--- config.mk ---
export PLATFORM = sky130hd
export DESIGN_NAME = cc_line_encoder
export DESIGN_NICKNAME = d
export VERILOG_FILES = /design/src/rtl/cc_pkg.sv /design/src/rtl/cc_bit_timer.sv /design/src/rtl/cc_stage.sv /design/src/rtl/cc_wave.sv /design/src/rtl/cc_line_encoder.sv
export SDC_FILE = /design/constraint.sdc
export NUM_CORES = 1
export LEC_CHECK = 0
export BUFFER_PORTS_ARGS = -buffer_cell sky130_fd_sc_hd__buf_2
export CORE_UTILIZATION = 45
export CTS_BUF_LIST = sky130_fd_sc_hd__clkbuf_4 sky130_fd_sc_hd__clkbuf_8
export DETAILED_ROUTE_END_ITERATION = 6
export PLACE_DENSITY = 0.66
export SLEW_MARGIN = 20
export SYNTH_ARGS = -nofsm -noshare
export SYNTH_HDL_FRONTEND = slang
export SYNTH_HIERARCHICAL = 1
export SYNTH_SLANG_ARGS = --single-unit
--- constraint.sdc ---
create_clock -name clk -period 2.3 [get_ports clk]
set_input_delay 0.115 -clock clk [delete_from_list [all_inputs] [get_ports clk]]
set_output_delay 0.115 -clock clk [all_outputs]
set_load 0.05 [all_outputs]
--- src/rtl/cc_pkg.sv ---
package cc_pkg;
  typedef enum logic [1:0] {
    ST_IDLE = 2'd0,
    ST_WAIT = 2'd1,
    ST_SEND = 2'd2
  } cc_state_t;

  // character with odd parity appended as bit 7
  function automatic logic [7:0] with_odd_parity(input logic [6:0] d);
    return {~(^d), d};
  endfunction
endpackage

--- src/rtl/cc_bit_timer.sv ---
module cc_bit_timer
  import cc_pkg::*;
#(
  parameter int LINE_CLKS = 858,
  parameter int HALF_STEP = 64,
  parameter int START_DLY = 142,
  parameter int LAST_SLOT = 46,
  parameter int SLOT_W    = 6
) (
  input  logic              clk,
  input  logic              rst_n,
  input  logic              pix_en,
  input  logic              go,
  output logic              busy,
  output logic              sending,
  output logic [SLOT_W-1:0] slot,
  output logic              done
);
  localparam int ACC_W = $clog2(LINE_CLKS);
  localparam int DLY_W = $clog2(START_DLY + 1);
  localparam logic [ACC_W:0]      STEP_V    = (ACC_W+1)'(HALF_STEP);
  localparam logic [ACC_W:0]      LINE_V    = (ACC_W+1)'(LINE_CLKS);
  localparam logic [DLY_W-1:0]    DLY_LAST  = DLY_W'(START_DLY - 1);
  localparam logic [SLOT_W-1:0]   SLOT_LAST = SLOT_W'(LAST_SLOT);

  cc_state_t         st_q, st_n;
  logic [DLY_W-1:0]  cnt_q, cnt_n;
  logic [ACC_W-1:0]  acc_q, acc_n;
  logic [SLOT_W-1:0] slot_q, slot_n;
  logic [ACC_W:0]    acc_sum;
  logic              wrap;

  assign acc_sum = {1'b0, acc_q} + STEP_V;
  assign wrap    = (acc_sum >= LINE_V);

  always_comb begin
    st_n   = st_q;
    cnt_n  = cnt_q;
    acc_n  = acc_q;
    slot_n = slot_q;
    done   = 1'b0;
    case (st_q)
      ST_IDLE: if (go) begin
        st_n  = ST_WAIT;
        cnt_n = '0;
      end
      ST_WAIT: if (pix_en) begin
        if (cnt_q == DLY_LAST) begin
          st_n   = ST_SEND;
          acc_n  = '0;
          slot_n = '0;
        end else begin
          cnt_n = cnt_q + 1'b1;
        end
      end
      ST_SEND: if (pix_en) begin
        if (wrap) begin
          acc_n = ACC_W'(acc_sum - LINE_V);
          if (slot_q == SLOT_LAST) begin
            done = 1'b1;
            st_n = ST_IDLE;
          end else begin
            slot_n = slot_q + 1'b1;
          end
        end else begin
          acc_n = ACC_W'(acc_sum);
        end
      end
      default: st_n = ST_IDLE;
    endcase
  end

  always_ff @(posedge clk or negedge rst_n) begin
    if (!rst_n) begin
      st_q   <= ST_IDLE;
      cnt_q  <= '0;
      acc_q  <= '0;
      slot_q <= '0;
    end else begin
      st_q   <= st_n;
      cnt_q  <= cnt_n;
      acc_q  <= acc_n;
      slot_q <= slot_n;
    end
  end

  assign busy    = (st_q != ST_IDLE);
  assign sending = (st_q == ST_SEND);
  assign slot    = slot_q;

  // phase stays inside one line period
  a_r4_acc_range: assert property (@(posedge clk) disable iff (!rst_n)
    {1'b0, acc_q} < LINE_V);
  // slot never runs past the last data half-bit
  a_r8_slot_bound: assert property (@(posedge clk) disable iff (!rst_n)
    sending |-> slot_q <= SLOT_LAST);
  // frame end drops the send state
  a_r8_done_ends: assert property (@(posedge clk) disable iff (!rst_n)
    done |=> !sending);
  // a frame always begins at slot zero
  a_r3_send_entry: assert property (@(posedge clk) disable iff (!rst_n)
    $rose(sending) |-> slot_q == '0);
endmodule

--- src/rtl/cc_stage.sv ---
module cc_stage #(
  parameter int DW = 7
) (
  input  logic          clk,
  input  logic          rst_n,
  input  logic          wr,
  input  logic          load,
  input  logic          done,
  input  logic [DW-1:0] host_a,
  input  logic [DW-1:0] host_b,
  output logic [DW-1:0] stg_a,
  output logic [DW-1:0] stg_b,
  output logic          ready
);
  logic [DW-1:0] a_q, a_n, b_q, b_n;
  logic          rdy_q, rdy_n, fresh_q, fresh_n;

  always_comb begin
    a_n     = a_q;
    b_n     = b_q;
    rdy_n   = rdy_q;
    fresh_n = fresh_q;
    if (load) fresh_n = 1'b0;
    if (wr) begin
      a_n     = host_a;
      b_n     = host_b;
      rdy_n   = 1'b0;
      fresh_n = 1'b1;
    end else if (done && !fresh_q) begin
      a_n   = '0;
      b_n   = '0;
      rdy_n = 1'b1;
    end
  end

  always_ff @(posedge clk or negedge rst_n) begin
    if (!rst_n) begin
      a_q     <= '0;
      b_q     <= '0;
      rdy_q   <= 1'b1;
      fresh_q <= 1'b0;
    end else begin
      a_q     <= a_n;
      b_q     <= b_n;
      rdy_q   <= rdy_n;
      fresh_q <= fresh_n;
    end
  end

  assign stg_a = a_q;
  assign stg_b = b_q;
  assign ready = rdy_q;

  // a host write always drops the status
  a_r9_write_drops_status: assert property (@(posedge clk) disable iff (!rst_n)
    wr |=> !ready);
  // a completed frame with no newer write empties staging
  a_r10_done_empties: assert property (@(posedge clk) disable iff (!rst_n)
    (done && !wr && !fresh_q) |=> (ready && stg_a == '0 && stg_b == '0));
  // nothing but a write or frame end touches staging
  a_r12_quiet_hold: assert property (@(posedge clk) disable iff (!rst_n)
    (!wr && !done) |=> ($stable(stg_a) && $stable(stg_b) && $stable(ready)));
endmodule

--- src/rtl/cc_wave.sv ---
module cc_wave #(
  parameter int LVL_W  = 8,
  parameter int LVL_LO = 16,
  parameter int LVL_HI = 126,
  parameter int SLOT_W = 6
) (
  input  logic              sending,
  input  logic [SLOT_W-1:0] slot,
  input  logic [15:0]       word,
  output logic [LVL_W-1:0]  level
);
  localparam logic [SLOT_W-1:0] S_RUNIN_END = SLOT_W'(9);
  localparam logic [SLOT_W-1:0] S_ONE_BIT   = SLOT_W'(13);
  localparam logic [SLOT_W-1:0] S_DATA      = SLOT_W'(15);

  logic [SLOT_W-1:0] rel, half;
  logic              bit_hi;

  always_comb begin
    rel  = slot - S_DATA;
    half = rel >> 1;
    if (slot < S_RUNIN_END)    bit_hi = ~slot[0];
    else if (slot < S_ONE_BIT) bit_hi = 1'b0;
    else if (slot < S_DATA)    bit_hi = 1'b1;
    else                       bit_hi = |(word & (16'd1 << half));
    level = (sending && bit_hi) ? LVL_W'(LVL_HI) : LVL_W'(LVL_LO);
  end
endmodule

--- src/rtl/cc_line_encoder.sv ---
module cc_line_encoder
  import cc_pkg::*;
#(
  parameter int LINE_CLKS   = 858,
  parameter int BITS_LINE   = 32,
  parameter int START_DLY   = 142,
  parameter int LINE_W      = 10,
  parameter int FIELD1_LINE = 21,
  parameter int FIELD2_LINE = 284,
  parameter int LVL_W       = 8,
  parameter int LVL_LO      = 16,
  parameter int LVL_HI      = 126
) (
  input  logic              clk,
  input  logic              rst_n,
  input  logic              pix_en,
  input  logic              line_start,
  input  logic [LINE_W-1:0] line_num,
  input  logic              field_two,
  input  logic [6:0]        f1_char_a,
  input  logic [6:0]        f1_char_b,
  input  logic [6:0]        f2_char_a,
  input  logic [6:0]        f2_char_b,
  input  logic              f1_enable,
  input  logic              f2_enable,
  input  logic [1:0]        wr_stb,
  output logic              ovr_valid,
  output logic [LVL_W-1:0]  luma_code,
  output logic [1:0]        cc_status
);
  localparam int HALF_STEP = 2 * BITS_LINE;
  localparam int NUM_SLOTS = 15 + 2 * 16;
  localparam int LAST_SLOT = NUM_SLOTS - 1;
  localparam int SLOT_W    = $clog2(NUM_SLOTS + 1);
  localparam logic [LINE_W-1:0] L1 = LINE_W'(FIELD1_LINE);
  localparam logic [LINE_W-1:0] L2 = LINE_W'(FIELD2_LINE);

  logic [1:0]        rs_q;
  logic              rst_i;
  logic [1:0]        hit, load, fdone;
  logic              go, busy, sending, done, cur_q;
  logic [SLOT_W-1:0] slot;
  logic [15:0]       word_q, word_n;
  logic [6:0]        host_a [2];
  logic [6:0]        host_b [2];
  logic [6:0]        stg_a  [2];
  logic [6:0]        stg_b  [2];

  always_ff @(posedge clk or negedge rst_n) begin
    if (!rst_n) rs_q <= 2'b00;
    else        rs_q <= {rs_q[0], 1'b1};
  end
  assign rst_i = rs_q[1];

  assign hit[0] = (line_num == L1) && !field_two && f1_enable;
  assign hit[1] = (line_num == L2) &&  field_two && f2_enable;
  assign go     = line_start && (|hit) && !busy;
  assign load   = go ? hit : 2'b00;
  assign fdone  = {done && cur_q, done && !cur_q};

  assign host_a[0] = f1_char_a;
  assign host_b[0] = f1_char_b;
  assign host_a[1] = f2_char_a;
  assign host_b[1] = f2_char_b;

  always_comb begin
    if (hit[1]) word_n = {with_odd_parity(stg_b[1]), with_odd_parity(stg_a[1])};
    else        word_n = {with_odd_parity(stg_b[0]), with_odd_parity(stg_a[0])};
  end

  always_ff @(posedge clk or negedge rst_i) begin
    if (!rst_i) begin
      word_q <= '0;
      cur_q  <= 1'b0;
    end else if (go) begin
      word_q <= word_n;
      cur_q  <= hit[1];
    end
  end

  for (genvar i = 0; i < 2; i++) begin : g_field
    cc_stage #(.DW(7)) u_stage (
      .clk(clk), .rst_n(rst_i), .wr(wr_stb[i]), .load(load[i]), .done(fdone[i]),
      .host_a(host_a[i]), .host_b(host_b[i]),
      .stg_a(stg_a[i]), .stg_b(stg_b[i]), .ready(cc_status[i])
    );
  end

  cc_bit_timer #(
    .LINE_CLKS(LINE_CLKS), .HALF_STEP(HALF_STEP), .START_DLY(START_DLY),
    .LAST_SLOT(LAST_SLOT), .SLOT_W(SLOT_W)
  ) u_timer (
    .clk(clk), .rst_n(rst_i), .pix_en(pix_en), .go(go),
    .busy(busy), .sending(sending), .slot(slot), .done(done)
  );

  cc_wave #(
    .LVL_W(LVL_W), .LVL_LO(LVL_LO), .LVL_HI(LVL_HI), .SLOT_W(SLOT_W)
  ) u_wave (
    .sending(sending), .slot(slot), .word(word_q), .level(luma_code)
  );

  assign ovr_valid = sending;

  // no override means blank level on the luma code
  a_r7_idle_level: assert property (@(posedge clk) disable iff (!rst_i)
    !ovr_valid |-> luma_code == LVL_W'(LVL_LO));
  // only the two defined levels ever appear
  a_r7_two_levels: assert property (@(posedge clk) disable iff (!rst_i)
    ovr_valid |-> (luma_code == LVL_W'(LVL_LO) || luma_code == LVL_W'(LVL_HI)));
endmodule

Word level (Yosys, flattened, before mapping)
Cells that the tools add are included.
{"block": "word_totals", "latchBits": 0, "word_cells": 125, "mem_bits_rw": 0, "mem_bits_ro": 0, "register_bits": 77, "memories": 0, "inputBits": 47}
{"block": "classes", "n_reduce_logical": 34, "bitwise_logic": 6, "order_cmp": 4, "div": 0, "mux": 46, "mul": 0, "shifts": 1, "add_sub_neg": 5, "n_eq_ne": 14}
{"op": "$mux W7", "n": 7}
{"op": "$mux W10", "n": 4}
{"op": "$mux W6", "n": 5}
{"op": "$reduce_xor A7 Y1", "n": 4}
{"op": "$mux W8", "n": 3}
{"op": "$pmux W10 S2", "n": 1}
{"op": "$lt A6 B4 Y1 const B", "n": 3}
{"op": "$and A16 B16 Y16", "n": 1}
{"op": "$mux W16", "n": 1}
{"op": "$pmux W8 S2", "n": 1}
{"op": "$reduce_or A16 Y1", "n": 1}
{"op": "$shl A1 B5 Y16 const A", "n": 1}
{"op": "$mux W1", "n": 15}
{"op": "$mux W2", "n": 7}
{"op": "$ne A2 B2 Y1 const B", "n": 7}
{"op": "$reduce_bool A2 Y1", "n": 7}
{"op": "$pmux W6 S2", "n": 1}
{"op": "$reduce_and A6 Y1", "n": 2}
{"op": "$add A10 B7 Y11 const B", "n": 1}
{"op": "$ge A11 B10 Y1 const B", "n": 1}
{"op": "$logic_and A1 B1 Y1", "n": 11}
{"op": "$eq A10 B5 Y1 const B", "n": 1}
{"op": "$eq A10 B9 Y1 const B", "n": 1}
{"op": "$sub A10 B10 Y10 const B", "n": 1}
{"op": "14 further kinds", "n": 23}

Longest topological paths before layout
Gate-level depths: netlist (run 1).
{"block": "depth", "word_depth": 9, "ltp_mapped": 10, "depth_no_buf": 9}

By module
Netlist (run 1), hierarchy kept.
{"module": "cc_bit_timer", "area_each_um2": 1806.7, "cells_each": 209, "instances": 1, "seq_area_each_um2": 625.6}
{"module": "cc_stage", "area_each_um2": 737.0, "cells_each": 66, "instances": 2, "seq_area_each_um2": 401.6}
{"module": "cc_line_encoder", "area_each_um2": 1310.0, "cells_each": 84, "instances": 1, "seq_area_each_um2": 475.5}
{"module": "cc_wave", "area_each_um2": 645.6, "cells_each": 84, "instances": 1, "seq_area_each_um2": 0.0}

Worst setup path before layout (run 1)
OpenSTA, ideal clock, no wires.
{"block": "synth_path", "path_kind": "reg2out", "from": "reg u_timer.st_q[0]", "to": "out luma_code[2]", "path_buffers": 2, "stages_incl_launch_ff": 10, "t_required_ps": 2185, "arrival_ps": 3014, "path_slack_ps": -829, "cell_sequence": "dfrtp_1 > nand2b_1 > inv_1 > clkbuf_1 > nor3b_1 > o21ai_0 > nand4_1 > nor2_1 > a211oi_2 > buf_4"}
{"block": "synth_between", "elab_chain_len": 3}
{"element": "start, declared", "line_no": "cc_bit_timer.sv:26", "text": "cc_state_t st_q, st_n;"}
{"element": "start signal, assigned", "line_no": "cc_bit_timer.sv:80", "text": "st_q <= st_n;"}
{"element": "$eq A2 B2 Y1", "line_no": "cc_bit_timer.sv:88", "text": "assign sending = (st_q == ST_SEND);"}
{"element": "named net ovr_valid", "line_no": "cc_line_encoder.sv:27", "text": "output logic ovr_valid,"}
{"element": "$logic_and A1 B1 Y1", "line_no": "cc_wave.sv:26", "text": "level = (sending && bit_hi) ? LVL_W'(LVL_HI) : LVL_W'(LVL_LO);"}
{"element": "$mux W7", "line_no": "cc_wave.sv:26"}
{"element": "end, declared", "line_no": "cc_line_encoder.sv:28", "text": "output logic [LVL_W-1:0] luma_code,"}
The timed path passes the listed nets, and every way through them passes these cells.

Worst setup path in the final report (run 1)
{"block": "layout_path", "from": "reg u_timer.slot_q[0] (netlist: u_timer/slot[0])", "to": "out luma_code[6]"}
{"block": "layout_between", "elab_chain_len": 9}
{"element": "start, declared", "line_no": "cc_bit_timer.sv:29", "text": "logic [SLOT_W-1:0] slot_q, slot_n;"}
{"element": "start signal, assigned", "line_no": "cc_bit_timer.sv:83", "text": "slot_q <= slot_n;"}
{"element": "$sub A6 B4 Y6", "line_no": "cc_wave.sv:20", "text": "rel = slot - S_DATA;"}
{"element": "$shl A1 B5 Y16", "line_no": "cc_wave.sv:25", "text": "else bit_hi = |(word & (16'd1 << half));"}
{"element": "$and A16 B16 Y16", "line_no": "cc_wave.sv:25"}
{"element": "$reduce_or A16 Y1", "line_no": "cc_wave.sv:25"}
{"element": "$mux W1", "line_no": "cc_wave.sv:24", "text": "else if (slot < S_DATA) bit_hi = 1'b1;"}
{"element": "$mux W1", "line_no": "cc_wave.sv:23", "text": "else if (slot < S_ONE_BIT) bit_hi = 1'b0;"}
{"element": "$mux W1 *", "line_no": "cc_wave.sv:22", "text": "if (slot < S_RUNIN_END) bit_hi = ~slot[0];"}
{"element": "$logic_and A1 B1 Y1 *", "line_no": "cc_wave.sv:26"}
{"element": "$mux W7 *", "line_no": "cc_wave.sv:26"}
Every way passes the cells marked *; elsewhere a longest branch is shown, timed or not.

==> results of run 1 <==
==> timing repair <==
item                                    CTS  global route
hold buffers                             28             0
gates cloned                              0             0
endpoints found under the hold margin    29             0
buffers inserted                          5             0
resized for setup                        17             7
endpoints found under the setup margin    6            35
pin swaps                                 4             3
==> power by group through the flow <==
stage               registers (mW)  clock network, mW  logic (mW)
global route                  1.61               1.25        1.63
detailed placement            1.61                  0        1.37
floorplan                     1.61                  0       0.995
finish                        1.59               1.16        1.50
CTS                           1.59               1.18        1.47
global placement              1.60                  0        1.34
==> kinds of logic after synthesis <==
group	after synthesis	synth area share
xor gates and xnor gates	24	0.06762
other	3	0.002150
buffers and inverters	55	0.07646
AOI/OAI and AO/OA	116	0.1666
and+or+nand+nor	179	0.1914
DFF	76	0.3637
muxes	46	0.1082
adders and majority gates	10	0.02389
==> final cells by class <==
cell class / count / area [µm²] / area share
Clock inverter: 6 / 86.33 / 0.01363
Clock buffer: 10 / 137.6 / 0.02172
Sequential cell: 76 / 1909 / 0.3013
Multi-Input combinational cell: 379 / 3018 / 0.4763
Inverter: 23 / 86.33 / 0.01363
Timing Repair Buffer: 123 / 919.6 / 0.1451
Tap cell: 143 / 178.9 / 0.02824
==> metrics by stage <==
stage | cell area, µm² | setup WS [ns] | hold slack, ns | setup TNS, ns
after floorplan | 5310 | -0.1145 | -0.1806 | -0.4579
after global placement | 5728 | 0.09082 | -0.09805 | 0
after detailed placement | 5728 | 0.03177 | -0.09510 | 0
after CTS | 6307 | -0.1860 | 0.003713 | -0.8764
after global routing | 6336 | -0.2880 | 0.03820 | -1.384
final | 6336 | -0.1774 | 0.03103 | -0.8487
==> sequential cells by signal, indices dropped and copies added (netlist names) <==
register,cells
cur_q,1
u_timer/st_q,2
rs_q,2
g_field.u_stage/stg_a,14
u_timer/acc_q,9
g_field.u_stage/fresh_q,2
word_q,16
u_timer/cnt_q,8
g_field.u_stage/ready,2
g_field.u_stage/stg_b,14
u_timer/slot,6
==> layer usage <==
| layer | global-route usage | up-vias | routed length (µm) |
|---|---|---|---|
| li1 | - | 2015 | - |
| met1 | 0.2900 | 2030 | 5570 |
| met2 | 0.3188 | 85 | 5293 |
| met3 | 0.03438 | 10 | 381 |
| met4 | 0.06095 | 0 | 104 |
| met5 | 0 | - | 0 |
==> final timing paths <==
path | startpoint | endpoint | slack [ns] | depth (start not counted)
hold / removal | f1_char_b[5] | g_field[0].u_stage/stg_b[5] | 0.03 | 3
min in group asynchronous | rst_n | rs_q[0] | 0.06 | 2
hold reg to reg | rs_q[1] | u_timer/cnt_q[5] | 0.23 | 0
setup reg to reg | u_timer/acc_q[2] | u_timer/acc_q[6] | 0.11 | 8
max in group asynchronous | rs_q[1] | g_field[0].u_stage/ready | 1.34 | 1
setup / recovery | u_timer/slot[0] | luma_code[6] | -0.18 | 9
==> layout by cell type, fill, tap and decap left out, drive strengths merged, types with 14 or more instances in the layout <==
cell type | synthesis | routed
mux2 | 36 | 36
nor2 | 22 | 22
buf | 25 | 95
a21oi | 15 | 15
nand3 | 14 | 14
dfrtp | 74 | 74
o21ai | 43 | 43
nand2 | 60 | 60
dlygate4sd3 | 0 | 28
inv | 23 | 24
nand2b | 36 | 36
==> worst max-delay path, delay by kind of cell (launching register included) <==
kind	cells	cell delay, ns
multiplexers	1	0.50
flip-flops	1	0.45
buffers and inverters	3	0.43
AND/OR/NAND/NOR	2	0.26
adder cells (fa/ha/maj)	1	0.23
AO/OA/AOI/OAI	2	0.14
==> impl.org, run 1 <==
** Outcome
- The run finished, with violations left.
- The checks that failed: negative setup slack.

** Logic synthesis
- Cells taking the most area after synthesis :: sky130_fd_sc_hd__dfrtp_1 35%, sky130_fd_sc_hd__mux2_2 4.7%, sky130_fd_sc_hd__nand2_1 4.3%
- During synthesis, Yosys emitted a total of 6 warnings.
- sky130_fd_sc_hd__dfrtp_1 is the most common cell in the netlist.
- Fraction of synthesis flops using an asynchronous set or reset pin :: 1.000
- Proportion of netlist area held by the largest area contributor :: 0.3536
- Distinct cell type count after synthesis :: 82
- Share of synthesized area occupied by flip-flops and latches :: 0.3637
- Number of synthesized flops with an enable pin :: 0
- Library cell with the largest summed area after synthesis :: sky130_fd_sc_hd__dfrtp_1
- Synthesis produced a netlist whose cell count is 509.
- In the synthesized netlist the dominant register cell turns out to be sky130_fd_sc_hd__dfrtp_1.
- The average instance in the mapped netlist occupies 10.29 µm².
- Counting flops and latches in the post-synthesis netlist gives 76.
- Summing every instance area after synthesis gives 5236 µm².
- Most common library cells after synthesis :: 74 x sky130_fd_sc_hd__dfrtp_1, 60 x sky130_fd_sc_hd__nand2_1, 35 x sky130_fd_sc_hd__nand2b_1

** Worst setup path
- Type of the setup path with the least slack :: reg -> out
- Maximum fanout encountered on the critical timing path :: 6
- Cell with the largest stage delay on the worst path :: sky130_fd_sc_hd__mux4_2
- Req. time, crit path :: 2.18 ns
- STA puts the critical path data arrival time at 2.36 ns.
- The worst setup path is captured at an output pin.
- Most numerous cell on the critical path :: sky130_fd_sc_hd__buf_4
- The critical path goes through inv_2 -> ha_4 -> buf_4 -> nand2_1 -> o22ai_2 -> mux4_2 -> nor3_4 -> a211oi_4 -> buf_4.
- Crit-path max cell delay :: 0.50 ns
- The worst setup path is launched from a flip-flop.

** Route
- Via/cell ratio :: 5.447
- Remaining number of nets flagged by the antenna check after routing :: 0
- Before antenna repair, the detailed router went through 5 iterations.
- Final routed DRC violation total :: 0
- After detailed routing, the average wire length per cell comes to 14.93 µm.
- For this block, the routed nets add up to 11.35 mm of wire.
- The routed layout has 4140 vias.
- After the first detailed-routing iteration, the DRC count stood at 212.

** Place
- Routability-driven placement congestion ratio :: 0.8378
- Including well taps, the total number of placed cells is 711.
- Port bufs :: 54
- Summed over all nets, the half-perimeter wirelength after detailed placement is 8.037 mm.

** Layout
- Total number of nets in the final design :: 669
- Count of filler cells inserted in the layout :: 942
- Layout Cells excl Fill :: 760
- Relative to the synthesized area, the layout overhead comes to 21.00%.
- Ant diodes :: 0
- Of the cells placed in the final design, the portion with a size suffix greater than 1 is 0.3436.
- At the end of the flow the core is filled with cells to 0.5573.

** Clock tree
- After clock tree synthesis, the clock-pin slew on the worst setup and hold paths is 0.08 ns.
- The H-tree was split into 3 levels.
- The clock passes through at most 2 buffers.
- At the later pin of the worst-skew pair, clock insertion delay measures 0.36 ns.
- Clock Root Buffer :: sky130_fd_sc_hd__clkbuf_8
- Number of buffers added by the clock tree synthesis step :: 9
- TritonCTS built the clock tree.
- Sinks on the clock net :: 76

** Power and ir drop
- Of the total power, registers draw 0.375.
- Design internal power :: 2.835 mW
- For this design the total switching power over the nets is 1.405 mW.
- Of the total power, the share spent switching nets is 0.3314.
- Portion of total power attributed to the clock network :: 0.273
- The analysis attributes to cell leakage a power of 2.770 nW.
- Areal power density over the cells :: 669.3 nW/µm²
- Overall power consumption after layout is estimated at 4.241 mW.
- The share of total power dissipated in combinational logic is 0.353.
- VDD sags by at most 0.0004319 V.

** Global routing
- For this run, the total global-route usage over all layers was measured as 0.2043.
- Number of global-route vias before repair :: 3947
- Largest net degree at the start of global routing :: 35
- Global-route wire length before repair :: 19.24 mm
- The number of antenna violations at the first check in global routing is 0.
- Global routing finished with a remaining overflow of 0.

** STA
- Worst Clk Skew :: 0.01326 ns
- Final hold viol count :: 0
- Dividing the final minimum period by the clock period gives 1.077.
- Timing would allow up to 403.6 MHz.
- Setup slack after layout :: -0.1774 ns
- Setup repair after global routing could not meet its margin everywhere.
- Finish-stage setup viols :: 5
- The max-slew violation count is 0.
- The routed design could run at a clock period as short as 2.477 ns.

** Floorplanning
- The region available for standard cell placement spans 11370 µm².
- Row count :: 39
- For this configuration, the core starts out at a cell density of 0.4605.
- Area of the die :: 12070 µm²
- Width of the die :: 109.9 µm
- Height of the die :: 109.9 µm
- Pin placement for this block handled 58 I/O pins.

** Min path
- Tightest Hold Check Type :: in -> reg

** Job
- The tool flagged a number of max-cap violations equal to 0.
No activity file was read; power rests on OpenSTA's default activity.
==> run 2: changes to the inputs <==
--- a/config.mk
+++ b/config.mk
@@ -7,8 +7,9 @@
 export LEC_CHECK = 0
 export BUFFER_PORTS_ARGS = -buffer_cell sky130_fd_sc_hd__buf_2
 export CORE_UTILIZATION = 45
-export CTS_BUF_LIST = sky130_fd_sc_hd__clkbuf_4 sky130_fd_sc_hd__clkbuf_8
+export CTS_BUF_LIST = sky130_fd_sc_hd__clkbuf_4
 export DETAILED_ROUTE_END_ITERATION = 6
+export GPL_ROUTABILITY_DRIVEN = 0
 export PLACE_DENSITY = 0.66
 export SLEW_MARGIN = 20
 export SYNTH_ARGS = -nofsm -noshare
==> impl.org, run 2 (synthesis gave the netlist of run 1 again) <==
** Clock tree
- Clock transition at the register clock pins on the worst setup and hold paths after CTS :: 0.14 ns
- TritonCTS clock tree :: built
- Maximum clock insertion buffer count :: 2
- The tree built by TritonCTS fans out to 76 sinks.
- CTS placed an instance of sky130_fd_sc_hd__clkbuf_4 at the clock tree root.
- Clock Latency Late Sink :: 0.42 ns
- Maximum level of the CTS H-tree :: 3
- Counting the buffers created by CTS gives 9.

** Worst setup path
- Kind of cell with the highest combined delay on the critical path :: compound AO/OA/AOI/OAI gates
- The worst setup path is captured at an output pin.
- The critical path in this run is classified as reg -> out.
- The number of buffers and inverters on the critical path is 2.
- Register-to-register setup slack :: 0.09 ns
- End point of the critical path :: luma_code[6]
- Crit path DAT :: 2.43 ns
- Req. time, crit path :: 2.18 ns
- The slowest stage of the critical path belongs to the cell sky130_fd_sc_hd__dfrtp_1.
- The worst register-to-register path ends at u_timer/acc_q[6].
- Maximum fanout encountered on the critical timing path :: 13
- Reg2Reg Launch Point :: u_timer/acc_q[2]
- Crit path launch :: u_timer/slot[2]
- The critical path crosses 8 cells after its start point.
- STA classifies the critical path startpoint as a flip-flop.
- Number of cells on the worst reg-to-reg path :: 8
- The signal on the critical path passes through buf_4 -> nand2b_1 -> a21oi_1 -> o21ai_0 -> o21ai_0 -> nor3_4 -> a211oi_4 -> buf_4.
- The largest single stage delay on the critical path is 0.49 ns.

** Global routing
- Global route overflow :: 0
- Global router's overall resource usage :: 0.2032
- The first global-routing pass estimated 19.22 mm of wire.
- Entering global routing, the biggest net connects 35 pins.
- The number of antenna violations at the first check in global routing came to 0.
- The number of global-route vias before repair is 3951.

** Job
- Max-cap violations :: 0

** STA
- After layout, the worst setup slack is -0.2480 ns.
- For the finished layout, the period the worst path requires is 2.548 ns.
- Worst Clk Skew :: 0.01714 ns
- Period Utilization, post-route :: 1.108
- The final-report hold violation count is 0.
- Finish-stage setup viols :: 5
- The max-slew violation count is 0.
- Total negative slack for setup checks :: -1.201 ns
- Setup repair after global routing could not meet its margin everywhere.
- Maximum clock rate :: 392.5 MHz

** Layout
- For this run, the number of standard cells in the final layout without fillers is 763.
- The finished cells cover 6297 µm².
- Of the cells placed in the final design, the portion with a size suffix greater than 1 is 0.3419.
- Count of filler cells inserted in the layout :: 947
- The library cell used most frequently in the layout, excluding fill and tap cells, is sky130_fd_sc_hd__dfrtp_1.
- In the layout the commonest cells are 70 x sky130_fd_sc_hd__dfrtp_1, 60 x sky130_fd_sc_hd__nand2_1, 49 x sky130_fd_sc_hd__buf_2, 41 x sky130_fd_sc_hd__buf_4, 35 x sky130_fd_sc_hd__nand2b_1.
- Area of the multi-input gates :: 3018 µm²
- Total area of sequential cells :: 1909 µm²
- The repair_antennas step left the layout with diodes totalling 0.
- The register with the most flip-flops in the layout has 16 of them.
- Measured on the finished design, the core utilization comes to 0.5539.
- Compared with the post-synthesis result, the final layout area differs by 20.26%.
- At the end of the flow, the number of nets in the layout was 672.
- Largest reg by FF count :: word_q

** Outcome
- Failing checks :: negative setup slack
- The run finished, with violations left.

** Route
- The first TritonRoute pass finished after 4 iterations.
- The routed layout has 4101 vias.
- WL final :: 11.28 mm
- Final routed DRC violation total :: 0
- Remaining number of nets flagged by the antenna check after routing :: 0
- Via/cell ratio :: 5.375
- In the final routed layout, each cell accounts on average for 14.79 µm.
- First DRT Iteration DRCs :: 219

** Floorplanning
- Pin placement for this block handled 58 I/O pins.
- The total area inside the core boundary comes to 11370 µm².
- The floorplan step set the die width to 109.9 µm.
- Starting utilization of the core area :: 0.4605
- In this run the core area contains 39 standard-cell rows.
- The floorplan step set the die height to 109.9 µm.
- Area of the die :: 12070 µm²

** Power and ir drop
- In this run the static leakage power is 2.754 nW.
- The design draws 4.006 mW.
- Areal power density over the cells :: 636.2 nW/µm²
- Peak supply drop :: 0.0005188 V

** Place
- Summing all placed instances gives a cell area of 5728 µm².
- Port bufs :: 54
- Estimated wirelength of the detail-placed design :: 8.037 mm
- Placed insts :: 711

** Min path
- The worst hold path belongs to the class in -> reg.
[run 2: cell count changes in the layout (fill, tap and decap cells not counted), sizes merged]
| cell | previous run | this run |
|---|---|---|
| clkbuf | 10 | 9 |
| dlygate4sd3 | 28 | 30 |
| clkinv | 2 | 3 |
| buf | 95 | 96 |
[run 2: worst min path at each step]
stage / slack (ns) / end / depth (start not counted) / start
detailed placement: -0.1 / rs_q[0] / 1 / rst_n
CTS: 0.1 / g_field[1].u_stage/stg_b[6] / 3 / wr_stb[1]
global route: 0.14 / g_field[1].u_stage/stg_b[6] / 3 / wr_stb[1]
global placement: -0.1 / rs_q[0] / 1 / rst_n
floorplan: -0.18 / rs_q[0] / 0 / rst_n
finish: 0.13 / g_field[1].u_stage/stg_b[6] / 3 / wr_stb[1]
[run 2: layout make-up]
class / count / area share
Clock inverter: 7 / 0.01431
Inverter: 23 / 0.01371
Timing Repair Buffer: 126 / 0.1504
Multi-Input combinational cell: 379 / 0.4792
Clock buffer: 9 / 0.01073
Sequential cell: 76 / 0.3032
Tap cell: 143 / 0.02841
[run 2: worst register-to-register path, cell delays in order (launching register included)]
cell and delay (ns):
sky130_fd_sc_hd__dfrtp_1 0.45, sky130_fd_sc_hd__inv_1 0.10, sky130_fd_sc_hd__ha_1 0.16, sky130_fd_sc_hd__and3b_1 0.20, sky130_fd_sc_hd__o21a_1 0.20, sky130_fd_sc_hd__buf_4 0.16, sky130_fd_sc_hd__o21a_1 0.30, sky130_fd_sc_hd__a21oi_1 0.18
sky130_fd_sc_hd__mux2_2 0.35
[run 2: layer usage]
layer | global-route usage | up-vias | part of all wire
li1 | - | 2019 | -
met1 | 0.2911 | 1990 | 0.49
met2 | 0.3183 | 88 | 0.47
met3 | 0.03201 | 4 | 0.036
met4 | 0.05429 | 0 | 0.0052
met5 | 0 | - | 0
[run 2: stage by stage]
stage	setup slack, ns	hold slack (ns)
finish	-0.2480	0.1269
global route	-0.3856	0.1385
CTS	-0.2758	0.09772
detailed placement	0.03177	-0.09510
global placement	0.09082	-0.09805
floorplan	-0.1145	-0.1806
[run 2: repair_timing]
item,in CTS,in global routing
endpoints found under the hold margin,30,0
setup buffers,5,1
hold buffers,30,0
pin swaps,4,3
gates resized for setup,16,8
endpoints found under the setup margin,5,41
[run 2: power breakdown]
part	leakage [nW]	internal [mW]	switching [mW]	total, mW
combinational	1.71	0.749	0.746	1.50
sequential	0.957	1.45	0.140	1.59
clock	0.0837	0.437	0.485	0.923
==> run 3: changes to the inputs <==
--- a/config.mk
+++ b/config.mk
@@ -10,7 +10,7 @@
 export CTS_BUF_LIST = sky130_fd_sc_hd__clkbuf_4
 export DETAILED_ROUTE_END_ITERATION = 6
 export GPL_ROUTABILITY_DRIVEN = 0
-export PLACE_DENSITY = 0.66
+export REMOVE_ABC_BUFFERS = 1
 export SLEW_MARGIN = 20
 export SYNTH_ARGS = -nofsm -noshare
 export SYNTH_HDL_FRONTEND = slang
==> constraint.sdc (replaced) <==
create_clock -name clk -period 2.7 [get_ports clk]
set_input_delay 0.135 -clock clk [delete_from_list [all_inputs] [get_ports clk]]
set_output_delay 0.135 -clock clk [all_outputs]
set_load 0.05 [all_outputs]
==> impl.org, run 3 (synthesis gave the netlist of run 1 again) <==
** Outcome
- Run status :: finished, final reports clean

** Layout
- Most common cell after layout, fill and taps aside :: sky130_fd_sc_hd__dfrtp_1
- In the final layout, the share of cells above drive strength 1 is 0.3078.
- Leaving out fill and tap cells, the most frequent cells in the layout are 72 x sky130_fd_sc_hd__dfrtp_1, 60 x sky130_fd_sc_hd__nand2_1, 49 x sky130_fd_sc_hd__buf_2, 34 x sky130_fd_sc_hd__nand2b_1, 30 x sky130_fd_sc_hd__dlygate4sd3_1.
- Area of the multi-input gates :: 2983 µm²
- Total area of sequential cells :: 1909 µm²
- Number of flip-flops in the largest register :: 16
- Count of filler cells inserted in the layout :: 1051
- 0 antenna diodes ended up in the layout.
- Largest reg by FF count :: word_q
- Area growth from synthesis to layout :: 16.25%
- Post-layout util :: 0.5354
- For this run, the post-layout net count is 653.

** Worst setup path
- STA puts the critical path data required time at 2.57 ns.
- The worst setup path is launched from a flip-flop.
- For this design, the slowest cell found on the critical path is sky130_fd_sc_hd__dfrtp_4.
- For the worst setup path, the data arrival time is 2.51 ns.
- For the worst flop-to-flop path, the logic depth is 10.
- Cells along the critical path :: xor2_4 -> mux2i_2 -> o32ai_2 -> nor3_4 -> a211oi_4 -> buf_4
- Crit-path max cell delay :: 0.60 ns
- Crit path launch :: u_timer/slot[3]
- The worst register-to-register path ends at g_field[0].u_stage/stg_b[5].
- STA classifies the critical path endpoint as an output pin.
- Maximum fanout encountered on the critical timing path :: 12
- For flop-to-flop paths, the worst setup slack is 0.30 ns.
- The startpoint identified for the worst register-to-register timing path is u_timer/acc_q[6].
- Counting both buffers and inverters, the worst setup path holds a total of 1.
- Levels on crit path :: 6
- On the critical path the largest part of the delay comes from compound AO/OA/AOI/OAI gates.
- Type of the setup path with the least slack :: reg -> out

** Route
- For this run, the detailed router's first-pass iteration total came to 4.
- Final routed DRC violation total :: 0
- The detailed router finished its first iteration with 281 violations.
- Using the TritonRoute via totals, the vias-per-cell ratio works out to 5.444.
- After detailed routing, the average wire length per cell comes to 15.27 µm.
- The final route contains 4050 vias.
- In this run the remaining antenna-violating nets after routing total 0.
- WL final :: 11.36 mm

** Floorplanning
- Height of the die :: 109.9 µm
- For this configuration, the core starts out at a cell density of 0.4605.
- Placeable Area :: 11370 µm²
- Width of the die :: 109.9 µm
- Area of the die :: 12070 µm²
- In this run the core area contains 39 standard-cell rows.
- During I/O placement, the number of pins put on the boundary was 58.

** STA
- Worst slew slack as a fraction of its limit :: 0.3557
- At the pin with the least slew margin, the transition time is 0.9665 ns.
- RSZ-0062 raised after global routing :: yes
- Final period demand of the worst path :: 2.649 ns
- Worst Clk Skew :: 0.01120 ns
- Maximum clock rate :: 377.6 MHz
- The final-report hold violation count was 0.
- Period Utilization, post-route :: 0.9809
- Finish-stage setup viols :: 0
- The max-slew violation count came to 0.

** Global routing
- Number of global-route vias before repair :: 4012
- Global route overflow :: 0
- Entering global routing, the biggest net connects 75 pins.
- The first global-routing pass estimated 18.91 mm of wire.
- Initial antenna violation count :: 0
- Global router's overall resource usage :: 0.2052

** Job
- Max-cap violations :: 0

** Min path
- Worst Hold Endpoint :: g_field[1].u_stage/stg_b[6]
- The tightest min-delay check is of the in -> reg type.
- Cell depth of the worst min-delay path :: 3
- HP Start :: wr_stb[1]

** Power and ir drop
- For this design the ratio of total power to cell area is 525.1 nW/µm².
- For this design the static power due to leakage is 2.631 nW.
- Power after layout :: 3.196 mW
- IR analysis of the VDD net gives a maximum drop of 0.0002979 V.

** Clock tree
- After clock tree synthesis, the clock-pin slew on the worst setup and hold paths is 0.13 ns.
- At the later pin of the worst-skew pair, clock insertion delay measures 0.45 ns.
- Maximum clock insertion buffer count :: 2
- Maximum level of the CTS H-tree :: 3
- The clock drives 76 sinks.
- TritonCTS built the clock tree.
- Buffers inserted during clock tree synthesis total 9.
- The root buffer cell chosen for the clock tree is sky130_fd_sc_hd__clkbuf_4.

** Place
- Buffers placed on the I/O ports in this run total 54.
- Estimated wirelength of the detail-placed design :: 7.625 mm
-- run 3: cell count changes in the layout (fill, tap and decap cells not counted), sizes merged --
cell,change
buf,-19
bufinv,-1
clkinvlp,+1
-- run 3: area by class of cell --
cell class,count,share of cell area
timing repair buffer,107,0.1307
multi-input combinational,379,0.4900
clock inverter,7,0.01089
tap,143,0.02939
clock buffer,9,0.01110
inverter,23,0.01418
sequential,76,0.3137
-- run 3: worst register-to-register path, stage by stage (launching register included) --
cell and delay (ns):
sky130_fd_sc_hd__dfrtp_1 0.45, sky130_fd_sc_hd__inv_1 0.15, sky130_fd_sc_hd__ha_1 0.22, sky130_fd_sc_hd__nand4bb_1 0.16, sky130_fd_sc_hd__o21ai_1 0.31, sky130_fd_sc_hd__o21ai_1 0.12, sky130_fd_sc_hd__nor3_1 0.25, sky130_fd_sc_hd__nor2b_1 0.18
sky130_fd_sc_hd__nor2b_4 0.17, sky130_fd_sc_hd__buf_12 0.17, sky130_fd_sc_hd__o21ai_0 0.11
-- run 3: worst max-delay path by stage --
stage	end	slack, ns
final	luma_code[1]	0.05
after detailed placement	g_field[0].u_stage/stg_b[5]	0.20
after CTS	luma_code[3]	-0.009
after global placement	g_field[0].u_stage/stg_b[5]	0.35
after global routing	luma_code[2]	-0.06
after floorplan	luma_code[1]	-2.14
-- run 3: power by group --
group          switching, mW  internal [mW]  total [mW]
registers              0.125           1.23        1.36
logic                  0.592          0.536        1.13
clock network          0.432          0.277       0.709
-- run 3: repair_timing --
action / 4_1_cts / 5_1_grt
gates resized for setup: 13 / 14
hold buffers: 30 / 0
endpoints found under the hold margin: 30 / 0
buffers inserted: 0 / 8
pin swaps: 0 / 7
endpoints found under the setup margin: 5 / 30
-- run 3: per-layer routing --
| metal | track usage | wire, µm | vias to the layer above |
|---|---|---|---|
| li1 | - | - | 1978 |
| met1 | 0.2661 | 5360 | 1990 |
| met2 | 0.3366 | 5463 | 69 |
| met3 | 0.04564 | 356 | 13 |
| met4 | 0.07048 | 177 | 0 |
| met5 | 0 | 0 | - |
-- run 3: metrics by stage --
step           setup TNS, ns  cells  hold WS (ns)  setup slack, ns  instance area (µm²)
6_report                   0    744        0.1240          0.05148                 6087
5_1_grt              -0.2230    744        0.1350         -0.05554                 6087
4_1_cts             -0.04107    736       0.09007        -0.008850                 5993
3_5_place_dp               0    690      -0.07900           0.2030                 5514
3_3_place_gp               0    690      -0.07811           0.3505                 5514
2_1_floorplan         -10.69    478       -0.1606           -2.139                 4926
